## config.mk

```make
export PLATFORM = sky130hd
export DESIGN_NAME = acq_chan_sequencer
export DESIGN_NICKNAME = d
export VERILOG_FILES = /design/src/rtl/acq_seq_pkg.sv /design/src/rtl/trail_edge_det.sv /design/src/rtl/chan_walker.sv /design/src/rtl/pace_ctrl.sv /design/src/rtl/acq_chan_sequencer.sv
export SDC_FILE = /design/constraint.sdc
export NUM_CORES = 1
export LEC_CHECK = 0
export BUFFER_PORTS_ARGS = -buffer_cell sky130_fd_sc_hd__buf_2
export CAP_MARGIN = 0
export CORE_MARGIN = 10
export CORE_UTILIZATION = 55
export CTS_CLUSTER_SIZE = 10
export DETAILED_ROUTE_END_ITERATION = 10
export HOLD_SLACK_MARGIN = 0.15
export PLACE_DENSITY = 0.78
export SYNTH_ARGS = -nofsm -noshare
export SYNTH_HDL_FRONTEND = slang
export SYNTH_SLANG_ARGS = --single-unit
```

## constraint.sdc

```tcl
create_clock -name clk -period 4.2 [get_ports clk]
set_clock_uncertainty 0.2 [all_clocks]
set_input_delay 0 -clock clk [delete_from_list [all_inputs] [get_ports clk]]
set_output_delay 0 -clock clk [all_outputs]
set_load 0.02 [all_outputs]
```

## src/rtl/acq_seq_pkg.sv

```systemverilog
package acq_seq_pkg;
   typedef enum logic [1:0] {
      PACE_FREE  = 2'b00,
      PACE_SCAN  = 2'b01,
      PACE_BURST = 2'b10,
      PACE_RSVD  = 2'b11
   } pace_e;
endpackage

```

## src/rtl/trail_edge_det.sv

```systemverilog
module trail_edge_det (
   input  logic clk,
   input  logic rst_n,
   input  logic pulse_in,
   output logic fall_o
);
   logic pulse_q;

   always_ff @(posedge clk or negedge rst_n) begin
      if (!rst_n) pulse_q <= 1'b0;
      else        pulse_q <= pulse_in;
   end

   assign fall_o = pulse_q & ~pulse_in;


   fall_once_chk: assert property (@(posedge clk) disable iff (!rst_n)
      fall_o |=> !fall_o);
endmodule

```

## src/rtl/chan_walker.sv

```systemverilog
module chan_walker #(
   parameter int CH_W = 3
) (
   input  logic            clk,
   input  logic            rst_n,
   input  logic            load_i,
   input  logic [CH_W-1:0] load_val_i,
   input  logic [CH_W-1:0] top_i,
   input  logic            scan_i,
   input  logic            step_i,
   output logic [CH_W-1:0] chan_o,
   output logic            at_bottom_o
);
   localparam logic [CH_W-1:0] CH_ZERO = '0;
   localparam logic [CH_W-1:0] CH_ONE  = CH_W'(1);

   initial begin
      param_chk: assert (CH_W >= 1 && CH_W <= 8)
         else $error("chan_walker: CH_W out of range");
   end

   logic [CH_W-1:0] chan_q;
   logic [CH_W-1:0] chan_nxt;

   always_comb begin
      chan_nxt = chan_q;
      if (load_i)
         chan_nxt = load_val_i;
      else if (step_i && scan_i)
         chan_nxt = (chan_q == CH_ZERO) ? top_i : (chan_q - CH_ONE);
   end

   always_ff @(posedge clk or negedge rst_n) begin
      if (!rst_n) chan_q <= CH_ZERO;
      else        chan_q <= chan_nxt;
   end

   assign chan_o      = chan_q;
   assign at_bottom_o = (chan_q == CH_ZERO);


   scan_down_chk: assert property (@(posedge clk) disable iff (!rst_n)
      step_i && scan_i && !load_i && chan_q != CH_ZERO |=> chan_q == $past(chan_q) - CH_ONE);

   scan_wrap_chk: assert property (@(posedge clk) disable iff (!rst_n)
      step_i && scan_i && !load_i && chan_q == CH_ZERO |=> chan_q == $past(top_i));

   hold_chan_chk: assert property (@(posedge clk) disable iff (!rst_n)
      !load_i && !(step_i && scan_i) |=> $stable(chan_q));
endmodule

```

## src/rtl/pace_ctrl.sv

```systemverilog
module pace_ctrl
   import acq_seq_pkg::*;
#(
   parameter int CNT_W     = 8,
   parameter bit HAS_BURST = 1'b1
) (
   input  logic             clk,
   input  logic             rst_n,
   input  pace_e            pace_i,
   input  logic             restart_i,
   input  logic             step_i,
   input  logic             pass_done_i,
   input  logic             tick_i,
   input  logic             hold_we_i,
   input  logic [CNT_W-1:0] hold_val_i,
   input  logic             arm_i,
   output logic             conv_en_o,
   output logic             missed_o
);
   localparam logic [CNT_W-1:0] CNT_ZERO = '0;
   localparam logic [CNT_W-1:0] CNT_ONE  = CNT_W'(1);

   initial begin
      param_chk: assert (CNT_W >= 1 && CNT_W <= 32)
         else $error("pace_ctrl: CNT_W out of range");
   end

   logic scan_active_q;
   logic scan_miss;
   logic burst_miss;
   logic burst_en;
   logic missed_q;

   // scan-interval pass gate
   always_ff @(posedge clk or negedge rst_n) begin
      if (!rst_n)
         scan_active_q <= 1'b0;
      else if (restart_i)
         scan_active_q <= 1'b0;
      else if (pace_i == PACE_SCAN) begin
         if (scan_active_q) begin
            if (pass_done_i) scan_active_q <= 1'b0;
         end else if (tick_i)
            scan_active_q <= 1'b1;
      end
   end

   assign scan_miss = (pace_i == PACE_SCAN) && scan_active_q && tick_i;

   generate
      if (HAS_BURST) begin : g_burst
         logic [CNT_W-1:0] hold_q;
         logic [CNT_W-1:0] cnt_q;
         logic             armed_q;

         always_ff @(posedge clk or negedge rst_n) begin
            if (!rst_n)         hold_q <= CNT_ZERO;
            else if (hold_we_i) hold_q <= hold_val_i;
         end

         always_ff @(posedge clk or negedge rst_n) begin
            if (!rst_n) begin
               cnt_q   <= CNT_ZERO;
               armed_q <= 1'b0;
            end else if (restart_i) begin
               cnt_q   <= CNT_ZERO;
               armed_q <= 1'b0;
            end else if (pace_i == PACE_BURST) begin
               if (arm_i) begin
                  cnt_q   <= hold_q;
                  armed_q <= 1'b1;
               end else if (armed_q) begin
                  if (cnt_q != CNT_ZERO) begin
                     if (step_i) cnt_q <= cnt_q - CNT_ONE;
                  end else if (tick_i)
                     cnt_q <= hold_q;
               end
            end
         end

         assign burst_en   = armed_q && (cnt_q != CNT_ZERO);
         assign burst_miss = (pace_i == PACE_BURST) && !arm_i && armed_q &&
                             (cnt_q != CNT_ZERO) && tick_i;


         burst_end_chk: assert property (@(posedge clk) disable iff (!rst_n)
            pace_i == PACE_BURST && !restart_i && !arm_i && step_i && cnt_q == CNT_ONE
            |=> !conv_en_o);

         burst_empty_chk: assert property (@(posedge clk) disable iff (!rst_n)
            pace_i == PACE_BURST && !restart_i && arm_i && hold_q == CNT_ZERO
            |=> !conv_en_o);
      end else begin : g_noburst
         assign burst_en   = 1'b0;
         assign burst_miss = 1'b0;
      end
   endgenerate

   always_ff @(posedge clk or negedge rst_n) begin
      if (!rst_n)                       missed_q <= 1'b0;
      else if (restart_i)               missed_q <= 1'b0;
      else if (scan_miss || burst_miss) missed_q <= 1'b1;
   end

   always_comb begin
      unique case (pace_i)
         PACE_SCAN:  conv_en_o = scan_active_q;
         PACE_BURST: conv_en_o = burst_en;
         default:    conv_en_o = 1'b1;
      endcase
   end

   assign missed_o = missed_q;


   pass_stop_chk: assert property (@(posedge clk) disable iff (!rst_n)
      pace_i == PACE_SCAN && !restart_i && conv_en_o && pass_done_i |=> !conv_en_o);

   scan_miss_chk: assert property (@(posedge clk) disable iff (!rst_n)
      pace_i == PACE_SCAN && !restart_i && conv_en_o && tick_i |=> missed_o);

   miss_sticky_chk: assert property (@(posedge clk) disable iff (!rst_n)
      missed_o && !restart_i |=> missed_o);

   free_run_chk: assert property (@(posedge clk) disable iff (!rst_n)
      (pace_i == PACE_FREE || pace_i == PACE_RSVD) |-> conv_en_o);
endmodule

```

## src/rtl/acq_chan_sequencer.sv

```systemverilog
module acq_chan_sequencer
   import acq_seq_pkg::*;
#(
   parameter int CH_W      = 3,
   parameter int CNT_W     = 8,
   parameter bit HAS_BURST = 1'b1
) (
   input  logic             clk,
   input  logic             rst_n,
   input  logic             cfg_we,
   input  logic [CH_W-1:0]  cfg_chan,
   input  logic             cfg_scan,
   input  logic [1:0]       cfg_pace,
   input  logic             conv_pulse,
   input  logic             intv_tick,
   input  logic             burst_we,
   input  logic [CNT_W-1:0] burst_val,
   input  logic             burst_arm,
   output logic [CH_W-1:0]  chan_out,
   output logic             conv_en,
   output logic             tick_missed
);
   logic [CH_W-1:0] top_q;
   logic            scan_q;
   pace_e           pace_q;
   logic            fall;
   logic            step;
   logic            at_bottom;
   logic            pass_done;
   logic            load_start;

   always_ff @(posedge clk or negedge rst_n) begin
      if (!rst_n) begin
         top_q  <= '0;
         scan_q <= 1'b0;
         pace_q <= PACE_FREE;
      end else if (cfg_we) begin
         top_q  <= cfg_chan;
         scan_q <= cfg_scan;
         pace_q <= pace_e'(cfg_pace);
      end
   end

   trail_edge_det u_edge (
      .clk      (clk),
      .rst_n    (rst_n),
      .pulse_in (conv_pulse),
      .fall_o   (fall)
   );

   assign step       = fall && conv_en;
   assign load_start = cfg_we && !cfg_scan;
   assign pass_done  = step && (!scan_q || at_bottom);

   chan_walker #(.CH_W(CH_W)) u_walk (
      .clk         (clk),
      .rst_n       (rst_n),
      .load_i      (load_start),
      .load_val_i  (cfg_chan),
      .top_i       (top_q),
      .scan_i      (scan_q),
      .step_i      (step),
      .chan_o      (chan_out),
      .at_bottom_o (at_bottom)
   );

   pace_ctrl #(.CNT_W(CNT_W), .HAS_BURST(HAS_BURST)) u_pace (
      .clk         (clk),
      .rst_n       (rst_n),
      .pace_i      (pace_q),
      .restart_i   (cfg_we),
      .step_i      (step),
      .pass_done_i (pass_done),
      .tick_i      (intv_tick),
      .hold_we_i   (burst_we),
      .hold_val_i  (burst_val),
      .arm_i       (burst_arm),
      .conv_en_o   (conv_en),
      .missed_o    (tick_missed)
   );


   start_load_chk: assert property (@(posedge clk) disable iff (!rst_n)
      cfg_we && !cfg_scan |=> chan_out == $past(cfg_chan));

   idle_no_step_chk: assert property (@(posedge clk) disable iff (!rst_n)
      !conv_en && !cfg_we |=> $stable(chan_out));
endmodule

```

-- Yosys cells after proc, flatten, opt, wreduce, memory -nomap -nowiden
Index checks and enable logic that the tools add are counted.
- register bits after elaboration: 29
- bits in latches: 0
- memory bits (writable): 0
- memory bits (read-only): 0
- input port bits: 21
- output and inout port bits: 5
- logic and storage cells: 65
- memories kept: 0
- $add $sub $neg: 2
- multipliers: 0
- div/mod/pow operators: 0
- magnitude comparators: 0
- eq/ne operators: 3
- shifts and indexed selects: 0
- mux-type cells: 21
- bitwise operators: 2
- reduce and logical (&&, ||, !) cells: 27
- operators by type and width (cell ; number):
    8-bit 2-to-1 mux ; 7
    1-bit logical AND ; 11
    1-bit 2-to-1 mux ; 10
    2-bit nonzero test ; 5
    3-bit 2-to-1 mux ; 3
    8-bit nonzero test ; 1
    8-bit by 1-bit subtractor with 8-bit output, second input constant ; 1
    4-bit inequality test, second input constant ; 1
    4-bit AND reduction ; 1
    4-bit nonzero test ; 1
    1-bit logical NOT ; 3
    3-bit logical NOT ; 1
    3-bit nonzero test ; 1
    3-bit by 1-bit subtractor with 3-bit output, second input constant ; 1
    2-bit by 1-bit == test with 1-bit output, second input constant ; 1
    2-bit == test, second input constant ; 1
    1-bit logical OR ; 2
    1-bit case mux with 2 select lines ; 1
    2-bit AND reduction ; 1
    1-bit bitwise AND ; 1
    1-bit inverter ; 1

-- Depth between registers and ports, before layout
- depth in word-level cells: 10
- depth in mapped cells: 7
- depth with buffers taken out: 7

-- Cells and area by module
From an unflattened synthesis, not the netlist that was laid out.
- cell total of the unflattened synthesis: 163
- area, all modules: 1692.9 um2
- by module, submodules not included (module ; times used ; cells an instance ; area an instance (um2) ; seq. area each (um2)):
    pace_ctrl ; 1 ; 121 ; 1177.4 ; 475.5
    acq_chan_sequencer ; 1 ; 17 ; 275.3 ; 150.1
    chan_walker ; 1 ; 23 ; 201.4 ; 75.1
    trail_edge_det ; 1 ; 2 ; 38.8 ; 25.0

-- Least setup slack after synthesis
No wires, ideal clock.
- kind: register to register
- from: register u_pace.g_burst.cnt_q[0]
- to: register u_walk.chan_q[0], in the netlist u_walk.chan_o[0]
- library setup time: 0.080 ns
- data arrival time: 1.823 ns
- data required time: 3.920 ns
- slack: 2.096 ns
- stages on the path, launching flop included: 8
- buffers on the path: 0
- clock period less this slack: 2.104 ns
- path through: dfrtp_1 > inv_1 > ha_1 > nor4b_4 > a21oi_2 > o2111ai_2 > or4_1 > o211ai_2
- cells in the longest elaborated chain, start to end: 6
- ends and longest elaborated chain (what ; line ; source):
    start, declared ; pace_ctrl.sv:53 ; logic [CNT_W-1:0] cnt_q;
    start signal, assigned ; pace_ctrl.sv:70 ; cnt_q <= hold_q;
    start signal, assigned ; pace_ctrl.sv:74 ; if (step_i) cnt_q <= cnt_q - CNT_ONE;
    start signal, assigned ; pace_ctrl.sv:76 ; cnt_q <= hold_q;
    8-bit nonzero test ; pace_ctrl.sv:81 ; assign burst_en = armed_q && (cnt_q != CNT_ZERO);
    1-bit logical AND ; pace_ctrl.sv:81 ;
    1-bit case mux with 2 select lines ; pace_ctrl.sv:106 ; unique case (pace_i)
    1-bit logical AND ; acq_chan_sequencer.sv:51 ; assign step = fall && conv_en;
    1-bit logical AND ; chan_walker.sv:29 ; else if (step_i && scan_i)
    2-bit nonzero test (no source line) ; - ;
    end signal, assigned ; chan_walker.sv:35 ; else chan_q <= chan_nxt;
    end, declared ; chan_walker.sv:22 ; logic [CH_W-1:0] chan_q;
Every way passes these cells.
A chain may end at the register's enable or synchronous reset.

-- Worst setup path after layout
Ends and elaborated chain as after synthesis.

==> results.txt <==
The flow ran to the end, and the final reports show no timing, DRC or antenna violations. STA puts the critical path data required time at 4.29 ns. Setup violations remaining at the end of the flow were counted as 0. Counting every sink on the clock net gives 29.

Input and output buffers added on the ports amount to 25. The total clock buffers created by CTS is 5, and the detailed placer's ending HPWL is 2.777 mm. The tools report the clock network power share as 0.239. The number of global-route vias before repair was 1687; the number of hold-slack violations in the final timing report was 0. The largest driver fanout on the critical path is 8, and the detail-routed net length per standard cell is 18.35 microns. The routed design has 4.935 mm of wire. For the maximum number of pins on one net before global-route repair, the log shows 30. Final cycle utilization of the critical path: 0.7033.

Dividing the synthesized area by the synthesized cell count gives 9.834 sq um. The share of the synthesized area in the top cell type was 0.4315. Global routing finished with a remaining overflow of 0.

The antenna diode count is 0. For this design the ratio of total power to cell area is 331.1 mW/mm^2. Internal power comes to 481.8 uW. The routed via count is 1591. The number of buffers added for setup after CTS came out at 0. After the last flow step, the layout net total stands at 261. For this run, the detailed router's first-pass iteration total came to 4.

The run gives 313.6 uV as the maximum VDD drop. The count of mapped cells out of synthesis is 171, and the I/O pin total is 26. For the worst-case clock buffer depth, the log shows 2. The final core area utilization was 0.7609. Using the TritonRoute via totals, the vias-per-cell ratio works out to 5.914.

Clock latency on the worst-skew pair, taken at its later pin, is 0.35 ns. Library cell occupying the most area in the post-synthesis netlist: sky130_fd_sc_hd__dfrtp_1. The worst setup path is launched from a flop. The most common cell in the synthesized netlist is sky130_fd_sc_hd__dfrtp_1. The initial core utilization was 0.5647. Setup repair after global routing left no endpoint under its margin. The analysis attributes to net switching a power of 268.4 uW. Chip width: 75.30 microns.

For the max-slew violation total from the final report, the log shows 0. The worst register-to-register path begins at u_pace.g_burst.cnt_q[0]$_DFFE_PN0P_. The critical path ends at u_walk.chan_o[0]$_DFFE_PN0P_. TritonCTS built the clock tree. Among all flip-flop cells after synthesis, the most frequent one is sky130_fd_sc_hd__dfrtp_1. After floorplanning, the core was divided into 20 placement rows.

After synthesis, the most frequently instantiated cells are sky130_fd_sc_hd__dfrtp_1 (29), sky130_fd_sc_hd__nand2_1 (17), sky130_fd_sc_hd__nor2_1 (17), sky130_fd_sc_hd__a21oi_1 (13), sky130_fd_sc_hd__mux2_2 (13). After synthesis, the cell types taking the most area are sky130_fd_sc_hd__dfrtp_1 (43%), sky130_fd_sc_hd__mux2_2 (8.7%), sky130_fd_sc_hd__a21oi_1 (3.9%). The portion of total power attributed to sequential cells was 0.446.

The logs give 0 for the number of antenna violations at the first check in global routing and 0.315 for the combinational share of power. The most critical setup path has its startpoint at u_pace.g_burst.cnt_q[0]$_DFFE_PN0P_. The core region is 0.002978 sq mm. Kind of critical path: flop to flop. The cell area that synthesis handed to floorplanning was 0.001682 sq mm.

After synthesis, the netlist uses 43 different library cells. For this run, the top clock speed supported by timing is 338.6 MHz. The final critical-path required period is 2.954 ns.

Synthesis inferred 29 register bits. When the netlist entered floorplanning its net count stood at 197. Setup total negative slack on the finished layout was measured at 0 ns. Number of nets with antenna violations after routing: 0. Counting cells, the worst reg-to-reg path comes to 8. The tools report the worst-case headroom to the max-slew limit as 0.7088.

The clock transition time at the flip-flop clock pins of the worst setup and hold paths was 0.11 ns. The worst register-to-register path ends at u_walk.chan_o[0]$_DFFE_PN0P_. Prior to clock tree synthesis, the placed netlist has a worst setup slack of 1.926 ns. The height of the die works out to 75.30 microns. The share of cells above drive strength 1 came out at 0.2458.

The worst min-delay path category is input pin to flop. The net switching share of the total power is 0.3578. The worst endpoint data arrival time is 3.04 ns. The slew at the pin with the worst max-slew slack works out to 0.4368 ns. The number of enable flip-flop cells after synthesis was 0; the level count of the clock H-tree was 2.

The total number of yosys warnings is 0. The logs give 0 for the remaining design rule violation count and 0 for the number of maximum-capacitance constraint violations. The logs give 0.1888 for the overall routing resource usage and 0.9457 for the routability congestion estimate.

The setup check on the worst reg-to-reg path leaves a slack of 1.25 ns. The least setup slack across all paths after layout was 1.246 ns; the share of flip-flops with an asynchronous set or reset after synthesis was 1.000. Compared with the post-synthesis result, the final layout area differs by 34.75%. For the share of the yosys chip area belonging to registers, the log shows 0.4315. Kind of end point of the critical path: a flop. After the first detailed-routing iteration, the DRC count stood at 189. The area enclosed by the die boundary was 0.005669 sq mm. The cell sitting at the root of the clock tree is a sky130_fd_sc_hd__clkbuf_4. The first global-routing pass estimated 8.169 mm of wire.

The leakage dissipation was 0.0009996 uW.
## flip-flops by register name, indices dropped and copies added, names as in the netlist
name / count
u_pace.g_burst.cnt_q: 8
u_pace.g_burst.hold_q: 8
top_q: 3
u_walk.chan_o: 3
pace_q: 2
scan_q: 1
u_edge.pulse_q: 1
u_pace.g_burst.armed_q: 1
u_pace.missed_o: 1
u_pace.scan_active_q: 1
## how the worst min path moves through the flow
stage / start / end / slack, ns / cells after the start
detailed placement: rst_n / pace_q[0]$_DFFE_PN0P_ / -0.14 / 1
global placement: rst_n / pace_q[1]$_DFFE_PN0P_ / -0.15 / 1
floorplan: rst_n / pace_q[0]$_DFFE_PN0P_ / -0.50 / 0
CTS: cfg_chan[0] / top_q[0]$_DFFE_PN0P_ / 0.23 / 3
global route: cfg_scan / scan_q$_DFFE_PN0P_ / 0.28 / 3
finish: cfg_chan[1] / top_q[1]$_DFFE_PN0P_ / 0.25 / 3
## worst max-delay path: stages (launching register included)
cell	delay [ns]
sky130_fd_sc_hd__dfrtp_1	0.44
sky130_fd_sc_hd__inv_1	0.09
sky130_fd_sc_hd__ha_1	0.30
sky130_fd_sc_hd__nor4b_4	0.19
sky130_fd_sc_hd__a21oi_2	0.19
sky130_fd_sc_hd__o2111ai_2	0.20
sky130_fd_sc_hd__or4_1	0.60
sky130_fd_sc_hd__o211ai_2	0.10
sky130_fd_sc_hd__dlygate4sd3_1	0.58
## what timing repair did
item                      in CTS  in global routing
hold endpoints to repair      58                  0
hold buffers                  39                  0
gates resized for setup        0                  0
## power by group through the flow
stage / combinational (uW) / sequential, uW / clock, uW
2_1_floorplan: 134 / 333 / 0
3_3_place_gp: 179 / 334 / 0
3_5_place_dp: 183 / 336 / 0
4_1_cts: 223 / 331 / 174
5_1_grt: 257 / 337 / 188
6_report: 236 / 335 / 179
## per-stage QoR
stage / area, sq um / hold WS, ns / power (uW) / instances
finish: 2266 / 0.2517 / 750.2 / 269
global route: 2266 / 0.2799 / 783.0 / 269
CTS: 2266 / 0.2344 / 727.9 / 269
detailed placement: 1810 / -0.1383 / 518.8 / 222
global placement: 1810 / -0.1455 / 513.1 / 222
floorplan: 1682 / -0.4956 / 466.8 / 171
## layout make-up
type                    instances  area, sq um
clock buffers                   5        37.54
clock inverters                 3        17.52
fillers                       161        711.9
inverters                       9        33.78
multi-input cells             126        884.6
flip-flops and latches         29        725.7
well taps                      33        41.29
repair buffers                 64        525.5
## per-layer routing
layer,vias to the layer above,track usage,share of wire
li1,736,-,-
met1,762,0.2206,0.39
met2,77,0.3135,0.50
met3,16,0.05469,0.076
met4,0,0.08454,0.032
met5,-,0,0
## logic make-up after synthesis
kind of cell / share of synthesized area
and+or+nand+nor: 0.1749
muxes: 0.09896
DFF: 0.4315
AOI/OAI and AO/OA: 0.2150
adders and majority gates: 0.03720
buffers and inverters: 0.04241
## cells in the final DEF, fill, tap and decap left out, drive strengths merged, types with 6 or more instances in the layout
| cell | instances |
|---|---|
| a21oi | 17 |
| buf | 26 |
| dfrtp | 29 |
| dlygate4sd3 | 38 |
| inv | 9 |
| mux2 | 13 |
| nand2 | 17 |
| nor2 | 17 |
| nor3 | 6 |
| o21ai | 8 |
Note: power is estimated with default switching activity, not from simulation.
